`src/rtl/sps_pkg.sv`:
```
`timescale 1ns/1ps
package sps_pkg;

  typedef enum logic [1:0] {
    ST_IDLE   = 2'd0,
    ST_LINE   = 2'd1,
    ST_HBLANK = 2'd2,
    ST_GAP    = 2'd3
  } sps_state_t;

  // width of a counter that must hold values 0 .. n-1
  function automatic int cnt_width(input int n);
    return (n > 1) ? $clog2(n) : 1;
  endfunction

  // cycles for which the row envelope is high
  function automatic int row_cycles(input int cols, input int pix_w);
    return cols * pix_w;
  endfunction

  // cycles from the first bit of a frame to the last bit of its final row
  function automatic int frame_active_cycles(input int cols, input int rows,
                                             input int pix_w, input int hbl);
    return rows * (cols * pix_w + hbl) - hbl;
  endfunction

endpackage

```
`src/rtl/sps_trigger.sv`:
```
`timescale 1ns/1ps
module sps_trigger
  import sps_pkg::*;
#(
  parameter int HOLD = 2
) (
  input  logic clk,
  input  logic rst,
  input  logic arm,
  input  logic pin_in,
  output logic fire
);
  localparam int CW = cnt_width(HOLD);
  localparam logic [CW-1:0] NEED = CW'(HOLD - 1);

  logic [CW-1:0] cnt_q;

  // counts earlier high cycles while armed; restarts whenever disarmed
  always_ff @(posedge clk) begin
    if (rst || !arm || !pin_in)  cnt_q <= '0;
    else if (cnt_q < NEED)       cnt_q <= cnt_q + CW'(1);
  end

  assign fire = !rst && arm && pin_in && (cnt_q >= NEED);

  // a fire needs the pin high now and on the cycle before
  assert_fire_needs_hold_R6: assert property (@(posedge clk) disable iff (rst)
    fire |-> (pin_in && $past(pin_in)));

endmodule

```
`src/rtl/sps_shifter.sv`:
```
`timescale 1ns/1ps
module sps_shifter #(
  parameter int PIX_W = 8
) (
  input  logic             clk,
  input  logic             rst,
  input  logic             load,
  input  logic [PIX_W-1:0] din,
  output logic             msb
);
  logic [PIX_W-1:0] sh_q;

  always_ff @(posedge clk) begin
    if (rst)       sh_q <= '0;
    else if (load) sh_q <= din;
    else           sh_q <= {sh_q[PIX_W-2:0], 1'b0};
  end

  assign msb = sh_q[PIX_W-1];

endmodule

```
`src/rtl/sps_sequencer.sv`:
```
`timescale 1ns/1ps
module sps_sequencer
  import sps_pkg::*;
#(
  parameter int COLS  = 128,
  parameter int ROWS  = 100,
  parameter int HBL   = 8,
  parameter int PIX_W = 8
) (
  input  logic clk,
  input  logic rst,
  input  logic video,
  input  logic fire,
  output logic load,
  output logic in_line,
  output logic in_frame,
  output logic first_bit,
  output logic idle
);
  localparam int BW = cnt_width(PIX_W);
  localparam int CW = cnt_width(COLS);
  localparam int RW = cnt_width(ROWS);
  localparam int HW = cnt_width(HBL);
  localparam logic [BW-1:0] BIT_LAST = BW'(PIX_W - 1);
  localparam logic [CW-1:0] COL_LAST = CW'(COLS - 1);
  localparam logic [RW-1:0] ROW_LAST = RW'(ROWS - 1);
  localparam logic [HW-1:0] BLK_LAST = HW'(HBL - 1);

  sps_state_t st_q, st_d;
  logic [BW-1:0] bit_q, bit_d;
  logic [CW-1:0] col_q, col_d;
  logic [RW-1:0] row_q, row_d;
  logic [HW-1:0] blk_q, blk_d;

  // named events
  logic start_ev, bit_end, row_end, frame_end, blk_end;

  always_comb begin
    start_ev  = !rst && (st_q == ST_IDLE) && (video || fire);
    bit_end   = (st_q == ST_LINE) && (bit_q == BIT_LAST);
    row_end   = bit_end && (col_q == COL_LAST);
    frame_end = row_end && (row_q == ROW_LAST);
    blk_end   = ((st_q == ST_HBLANK) || (st_q == ST_GAP)) && (blk_q == BLK_LAST);
  end

  assign load = start_ev || (bit_end && !row_end) || blk_end;

  always_comb begin
    st_d  = st_q;
    bit_d = bit_q;
    col_d = col_q;
    row_d = row_q;
    blk_d = blk_q;
    unique case (st_q)
      ST_IDLE: begin
        if (start_ev) begin
          st_d  = ST_LINE;
          bit_d = '0;
          col_d = '0;
          row_d = '0;
        end
      end
      ST_LINE: begin
        bit_d = bit_q + BW'(1);
        if (bit_end) begin
          bit_d = '0;
          if (row_end) begin
            blk_d = '0;
            if (frame_end) st_d = video ? ST_GAP : ST_IDLE;
            else           st_d = ST_HBLANK;
          end else begin
            col_d = col_q + CW'(1);
          end
        end
      end
      ST_HBLANK: begin
        blk_d = blk_q + HW'(1);
        if (blk_end) begin
          st_d  = ST_LINE;
          row_d = row_q + RW'(1);
          col_d = '0;
          bit_d = '0;
        end
      end
      ST_GAP: begin
        blk_d = blk_q + HW'(1);
        if (blk_end) begin
          st_d  = ST_LINE;
          row_d = '0;
          col_d = '0;
          bit_d = '0;
        end
      end
      default: st_d = ST_IDLE;
    endcase
  end

  always_ff @(posedge clk) begin
    if (rst) begin
      st_q  <= ST_IDLE;
      bit_q <= '0;
      col_q <= '0;
      row_q <= '0;
      blk_q <= '0;
    end else begin
      st_q  <= st_d;
      bit_q <= bit_d;
      col_q <= col_d;
      row_q <= row_d;
      blk_q <= blk_d;
    end
  end

  assign in_line   = (st_q == ST_LINE);
  assign in_frame  = (st_q == ST_LINE) || (st_q == ST_HBLANK);
  assign first_bit = (st_q == ST_LINE) && (bit_q == '0);
  assign idle      = (st_q == ST_IDLE);

  // snapshot end of frame lands in idle on the next cycle
  assert_snap_back_idle_R7: assert property (@(posedge clk) disable iff (rst)
    (frame_end && !video) |=> idle);

endmodule

```
`src/rtl/sps_serial_tx.sv`:
```
`timescale 1ns/1ps
module sps_serial_tx
  import sps_pkg::*;
#(
  parameter int COLS       = 128,
  parameter int ROWS       = 100,
  parameter int HBL        = 8,
  parameter int PIX_W      = 8,
  parameter int TRIG_HOLD  = 2,
  parameter int PAR_UNUSED = 6
) (
  input  logic                  clk,
  input  logic                  rst,
  input  logic                  snap_mode,
  input  logic [PIX_W-1:0]      pix_data,
  output logic                  pix_req,
  input  logic                  frame_in,
  output logic                  frame_out,
  output logic                  frame_oe,
  output logic                  ser_out,
  output logic                  bit_sync,
  output logic                  row_env,
  output logic [PAR_UNUSED-1:0] par_oe
);
  localparam int ROW_CYC = row_cycles(COLS, PIX_W);
  localparam int FRM_CYC = frame_active_cycles(COLS, ROWS, PIX_W, HBL);
  localparam int RLW     = cnt_width(ROW_CYC + 2);
  localparam int FLW     = cnt_width(FRM_CYC + 2);

  logic video;
  logic trig_fire;
  logic load, in_line, in_frame, first_bit, idle;
  logic shift_msb;

  assign video = !snap_mode;

  sps_trigger #(.HOLD(TRIG_HOLD)) u_trig (
    .clk    (clk),
    .rst    (rst),
    .arm    (idle && snap_mode),
    .pin_in (frame_in),
    .fire   (trig_fire)
  );

  sps_sequencer #(.COLS(COLS), .ROWS(ROWS), .HBL(HBL), .PIX_W(PIX_W)) u_seq (
    .clk       (clk),
    .rst       (rst),
    .video     (video),
    .fire      (trig_fire),
    .load      (load),
    .in_line   (in_line),
    .in_frame  (in_frame),
    .first_bit (first_bit),
    .idle      (idle)
  );

  sps_shifter #(.PIX_W(PIX_W)) u_shift (
    .clk  (clk),
    .rst  (rst),
    .load (load),
    .din  (pix_data),
    .msb  (shift_msb)
  );

  assign pix_req   = load;
  assign ser_out   = in_line && shift_msb;
  assign bit_sync  = first_bit;
  assign row_env   = in_line;
  assign frame_out = video && in_frame;
  assign frame_oe  = video;
  assign par_oe    = '0;

  // run-length counters for the window checks
  logic [RLW-1:0] row_run_q;
  logic [FLW-1:0] frm_run_q;
  always_ff @(posedge clk) begin
    if (rst) begin
      row_run_q <= '0;
      frm_run_q <= '0;
    end else begin
      row_run_q <= row_env   ? row_run_q + RLW'(1) : '0;
      frm_run_q <= frame_out ? frm_run_q + FLW'(1) : '0;
    end
  end

  // strobe lasts one cycle
  assert_bsync_single_R2: assert property (@(posedge clk) disable iff (rst)
    bit_sync |=> !bit_sync);

  // strobe only inside a row
  assert_bsync_in_row_R3: assert property (@(posedge clk) disable iff (rst)
    bit_sync |-> row_env);

  // each row lasts exactly COLS*PIX_W cycles
  assert_row_len_R3: assert property (@(posedge clk) disable iff (rst)
    $fell(row_env) |-> (row_run_q == RLW'(ROW_CYC)));

  // frame envelope lasts from first to last bit of the frame
  assert_frame_len_R4: assert property (@(posedge clk) disable iff (rst)
    $fell(frame_out) |-> (frm_run_q == FLW'(FRM_CYC)));

  // a request is followed by a pixel MSB
  assert_req_then_msb_R5: assert property (@(posedge clk) disable iff (rst)
    pix_req |=> bit_sync);

  // no trigger accepted while a row is being sent
  assert_no_trig_busy_R7: assert property (@(posedge clk) disable iff (rst)
    row_env |-> !trig_fire);

  // in video mode every row sits inside the frame envelope
  assert_row_in_frame_R4: assert property (@(posedge clk) disable iff (rst)
    (row_env && !snap_mode) |-> frame_out);

endmodule

```
`config.mk`:
```
export PLATFORM = sky130hd
export DESIGN_NAME = sps_serial_tx
export DESIGN_NICKNAME = d
export VERILOG_FILES = /design/src/rtl/sps_pkg.sv /design/src/rtl/sps_trigger.sv /design/src/rtl/sps_shifter.sv /design/src/rtl/sps_sequencer.sv /design/src/rtl/sps_serial_tx.sv
export SDC_FILE = /design/constraint.sdc
export NUM_CORES = 1
export LEC_CHECK = 0
export BUFFER_PORTS_ARGS = -buffer_cell sky130_fd_sc_hd__buf_4
export CAP_MARGIN = 15
export CORE_ASPECT_RATIO = 1.75
export CORE_MARGIN = 1.5
export CORE_UTILIZATION = 63
export CTS_BUF_LIST = sky130_fd_sc_hd__clkbuf_8
export CTS_CLUSTER_DIAMETER = 30
export DETAILED_ROUTE_END_ITERATION = 8
export PLACE_DENSITY = 0.86
export SETUP_SLACK_MARGIN = 0.2
export SYNTH_ARGS = -nofsm -noshare
export SYNTH_HDL_FRONTEND = slang
export SYNTH_SLANG_ARGS = --single-unit
```
`constraint.sdc`:
```
create_clock -name clk -period 5.1 [get_ports clk]
set_clock_uncertainty 0.15 [all_clocks]
set_input_delay 0 -clock clk [delete_from_list [all_inputs] [get_ports clk]]
set_output_delay 0 -clock clk [all_outputs]
set_load 0.1 [all_outputs]
```
# --- After elaboration in Yosys (flattened, before gate mapping) ---
# Cells that the tools add are included.
totals:
  regBits: 31
  input_bits: 12
  out_inout_bits: 12
  elab_cells: 89
classes:
  add_sub_neg: 5
  order_cmp: 2
  eq_ne: 14
  muxes: 22
  n_bitwise: 1
  reduce_logical: 37
ops:
  columns: ["op", "n"]
  rows:
  - ["$pmux W7 S3", 2]
  - ["$mux W7", 5]
  - ["$mux W3", 5]
  - ["$add A7 B1 Y7 const B", 2]
  - ["$eq A7 B7 Y1 const B", 2]
  - ["$logic_and A1 B1 Y1", 14]
  - ["$mux W2", 6]
  - ["$ne A2 B1 Y1 const B", 6]
  - ["$reduce_and A4 Y1", 3]
  - ["$pmux W3 S3", 1]
  - ["$mux W8", 1]
  - ["$logic_or A1 B1 Y1", 7]
  - ["$add A3 B1 Y3 const B", 2]
  - ["$eq A3 B3 Y1 const B", 2]
  - ["$pmux W2 S3", 1]
  - ["$pmux W3 S2", 1]
  - ["$logic_not A1 Y1", 5]
  - ["$eq A2 B2 Y1 const B", 2]
  - ["$reduce_or A2 Y1", 2]
  - ["$logic_not A3 Y1", 1]
  - ["$reduce_and A3 Y1", 1]
  - ["$reduce_bool A3 Y1", 1]
  - ["$eq A2 B1 Y1 const B", 1]
  - ["$logic_not A2 Y1", 1]
  - ["7 further kinds", 7]

# --- Logic depth before layout (Yosys ltp) ---
depth:
  word_depth: 11
  mapped_depth: 8
  depth_no_buf: 6

# --- Hierarchy ---
# A second synthesis with hierarchy kept.
hier_totals:
  hier_cells: 199
  area_unflattened_um2: 1694.1
modules_own_cells:
  columns: ["module", "instances", "cells_each", "area_per_inst_um2"]
  rows:
  - ["sps_sequencer", 1, 160, 1300.0]
  - ["sps_shifter", 1, 25, 282.8]
  - ["sps_serial_tx", 1, 11, 71.3]
  - ["sps_trigger", 1, 3, 40.0]

# --- Worst setup path after synthesis ---
# Ideal clock, no wire load.
synth_path:
  path_kind: "flip-flop to output port"
  startpoint: "register u_seq.st_q[1]"
  endpoint: "output port bit_sync"
  arrival_ns: 2.864
  required_time_ns: 4.950
  path_slack_ns: 2.086
  path_stages_with_launch: 6
  n_path_buf: 1
  cell_sequence: "dfxtp_1 inv_1 ha_1 clkbuf_1 nand2_1 nor2_1"
synth_via:
  elab_chain_len: 2
synth_rtl:
  columns: ["item", "line", "source"]
  rows:
  - ["start: declaration", "sps_sequencer.sv:29", "sps_state_t st_q, st_d;"]
  - ["start signal: assignment", "sps_sequencer.sv:106", "st_q <= st_d;"]
  - ["$eq A2 B1 Y1", null, null]
  - ["via row_env", "sps_serial_tx.sv:22", "output logic row_env,"]
  - ["$logic_and A1 B1 Y1", "sps_sequencer.sv:116", "assign first_bit = (st_q == ST_LINE) && (bit_q == '0);"]
  - ["end: declaration", "sps_serial_tx.sv:21", "output logic bit_sync,"]
# The timed path passes the listed nets, and every way through them passes these cells.

# --- Final worst setup path ---
layout_path:
  startpoint: "register u_seq.st_q[1]"
  endpoint: "register u_shift.sh_q[0]"
layout_via:
  elab_chain_len: 11
  elab_cells_between_ends: 21
layout_rtl:
  columns: ["item", "line", "source"]
  rows:
  - ["$logic_not A2 Y1", "sps_sequencer.sv:39, sps_sequencer.sv:117", null]
  - ["$logic_and A1 B1 Y1", "sps_serial_tx.sv:40", ".arm (idle && snap_mode),"]
  - ["$logic_and A1 B1 Y1 (3 in a row)", "sps_trigger.sv:24", "assign fire = !rst && arm && pin_in && (cnt_q >= NEED);"]
  - ["$logic_or A1 B1 Y1", "sps_sequencer.sv:39", "start_ev = !rst && (st_q == ST_IDLE) && (video || fire);"]
  - ["$logic_and A1 B1 Y1", "sps_sequencer.sv:39", null]
  - ["$logic_or A1 B1 Y1", "sps_sequencer.sv:46", "assign load = start_ev || (bit_end && !row_end) || blk_end;"]
  - ["$logic_or A1 B1 Y1 (*)", "sps_sequencer.sv:46", null]
  - ["$not A1 Y1 (no source line) (*)", null, null]
  - ["$reduce_or A2 Y1 (no source line) (*)", null, null]
  - ["end signal: assignment", "sps_shifter.sv:15", "else if (load) sh_q <= din;"]
  - ["end signal: assignment", "sps_shifter.sv:16", "else sh_q <= {sh_q[PIX_W-2:0], 1'b0};"]
  - ["end: declaration", "sps_shifter.sv:11", "logic [PIX_W-1:0] sh_q;"]
# Every way passes the cells marked *; elsewhere a longest branch is shown, timed or not.
# A chain may end at the register's enable or synchronous reset.

==> impl_metrics.csv <==
group,metric,value,unit
layout,area_growth,19.5,%
synth,synthArstFlopShare,0,%
critical_path,crit_arrival,2.58,ns
placement,dp_slack,2.64,ns
die,core,2660,sq um
clock_tree,postCtsSetupBuffers,0,
critical_path,worstPathCellList,"inv_1 -> ha_1 -> and2_1 -> a222oi_1 -> buf_4 -> nor3b_1 -> dlygate4sd3_1",
timing,final_hold_viol_count,0,
grt,antenna_found_initial,0,
die,pin_count,24,
flow_run,cap_viol_max_count,0,
clock_tree,cts_buffer_depth,2,
grt,grt_max_degree,34,
drt,drt_pass1_iterations,5,
critical_path,crit_fanout,14,
timing,fin_crit_sh,50.0,%
die,initial_core_util,65.2,%
grt,first_global_vias,1549,
timing,rsz0062_at_grt,"no",
layout,num-nets-final,247,
grt,grt_pass1_wl,6640,microns
timing,fin_crit,2.55,ns
synth,synth_top_flop_cell,"dfxtp_1",
die,dieArea,3090,sq um
clock_tree,cts_inserted_buffers,5,
grt,grt_usage,28.3,%
synth,synthSimpleGateAreaFrac,26.0,%
clock_tree,cts.sinks,31,
synth,ys_ff_latch,31,
pwr,power_leakage,0.000867,uW
clock_tree,root_buffer,"clkbuf_8",
clock_tree,hold_buffers,12,
layout,fin_cells,252,
drt,antenna_left,0,
synth,ys_seq_area_share,35.8,%
die,die_w,42.7,microns
synth,synthAdderAreaFrac,7.94,%
timing,drv_slew,0,
timing,setup_ws,2.55,ns
clock_tree,cts_tree,"built",
layout,layout-drive-gt1-share,14.7,%
clock_tree,ctsHtreeMaxLevel,2,
synth,muxShareOfSynthArea,4.62,%
timing,worst_pin_slew,1.01,ns
synth,synth_xor_area_share,0.505,%
critical_path,cp_data_required_time,5.12,ns
critical_path,cp-end-kind,"register",
timing,setup_viol_count_final,0,
drt,vias_per_cell,6.23,
placement,placed_area,1830,sq um
die,rows,25,
drt,wirelength,4020,microns
synth,synth_top_family_by_area,"simple AND/OR/NAND/NOR gates",
critical_path,cp_slowest_cell,"dlygate4sd3_1",
worst_hold_path,hold_class,"in2reg",
synth,ys_types,47,
timing,relSlewSlack,32.0,%
pwr,ir_drop,0.245,mV
layout,antenna_cells,0,
grt,grt-ovfl-total,0,
critical_path,rr_startpoint,"u_seq.st_q[1]$_SDFFE_PP0P_",
layout,design_area,2070,sq um
placement,place_inst,232,
synth,syn_area_per_cell,8.85,sq um
synth,yosys_warnings,0,
synth,netlist_instances,196,
clock_tree,insertion_delay,0.29,ns
timing,max_clock_freq,0.392,GHz
drt,vias,1570,
worst_hold_path,min_from,"snap_mode",
critical_path,critical_path_class,"reg2reg",
synth,synth_area,1730,sq um
synth,synth-edff-count,0,
critical_path,slowest_delay,0.57,ns
die,dieHeight,72.4,microns
clock_tree,cts_resized,0,
critical_path,worstSetupStartpointType,"register",
timing,final.setup.tns,0,ns
drt,drc,0,
pwr,total_power,646,uW
clock_tree,clk_pin_slew,0.07,ns
placement,place.port_buffers,17,
synth,synth_compound_area_share,18.0,%
critical_path,crit_start,"u_seq.st_q[1]$_SDFFE_PP0P_",
placement,detailed_place_hpwl,2690,microns
drt,drt_iter0_markers,37,
drt,wire_per_inst,16.0,microns
placement,gp_congestion,0.832,
status,status,"complete, no violations",
pwr,p_per_area,312,nW/um^2
==> metrics by stage <==
step | utilization, % | hold slack, ns
6_report | 77.9 | 0.0530
5_1_grt | 77.9 | 0.0506
4_1_cts | 77.9 | 0.0404
3_5_place_dp | 69.0 | 0.0997
3_3_place_gp | 69.0 | 0.0963
2_1_floorplan | - | -0.00410
==> critical path: cells and delay by family (launching register included) <==
family / cells / cell delay [ns]
compound gates: 1 / 0.34
fa+ha+maj: 1 / 0.34
buf+inv: 3 / 0.91
flops: 1 / 0.38
simple gates: 2 / 0.32
==> state kept, by name, indices dropped and copies added, names as in the netlist <==
| name | flops |
|---|---|
| u_shift.sh_q | 8 |
| u_seq.blk_q | 3 |
| u_trig.cnt_q | 1 |
| u_seq.bit_q | 3 |
| u_seq.st_q | 2 |
| u_seq.row_q | 7 |
| u_seq.col_q | 7 |
==> kinds of logic (layout without fill, tap and decap cells) <==
logic type / Yosys count / after routing
xor gates and xnor gates: 1 / 1
DFF: 31 / 31
adders and majority gates: 11 / 11
muxes: 8 / 8
buffers and inverters: 23 / 47
other: 1 / 6
AOI/OAI and AO/OA: 45 / 45
and+or+nand+nor: 76 / 76
==> final cells by class <==
cell class | count | area [sq um]
inverter | 9 | 33.8
clock buffer | 6 | 82.6
tap | 27 | 33.8
clock inverter | 2 | 35.0
timing repair buffer | 30 | 255
fill | 174 | 587
sequential | 31 | 621
multi-input combinational | 147 | 1010
==> path summary, 6_finish.rpt <==
check / end / slack (ns) / cells past startpoint
hold reg to reg: u_shift.sh_q[7]$_SDFF_PP0_ / 0.31 / 2
hold / removal: u_seq.st_q[1]$_SDFFE_PP0P_ / 0.05 / 4
setup reg to reg: u_shift.sh_q[0]$_SDFF_PP0_ / 2.55 / 7
setup / recovery: u_shift.sh_q[0]$_SDFF_PP0_ / 2.55 / 7
==> cell usage after synthesis, drive strengths merged, types with 8 or more instances <==
library cell	instances	area [sq um]
dfxtp	31	621
buf	9	68.8
inv	9	33.8
a21oi	13	65.1
nor2	9	33.8
ha	11	138
or4	8	60.1
nand3	9	45.0
o31ai	8	60.1
mux2i	8	80.1
nand2b	15	93.8
nand2	8	30.0
==> power by group <==
group	total, uW	internal, uW	switching, uW
registers	255	249	5.16
clock network	254	158	96.0
logic	137	38.9	98.1
==> per-layer routing <==
metal | global-route usage (%) | part of all wire, % | vias to the layer above
met3 | 6.47 | 4.9 | 14
met2 | 51.2 | 56 | 67
met1 | 28.7 | 37 | 733
met4 | 16.0 | 2.9 | 0
li1 | - | - | 756
met5 | 0 | 0 | -
==> cell usage in the layout (no fill, tap or decap), types with 8 or more instances in the layout <==
cell type / instances
nor2_1: 9
buf_4: 18
dfxtp_1: 31
nand2_1: 8
mux2i_1: 8
o31ai_1: 8
nand3_1: 9
a21oi_1: 13
or4_1: 8
nand2b_1: 15
inv_1: 9
ha_1: 11
dlygate4sd3_1: 12
No activity file was read; power rests on OpenSTA's default activity.
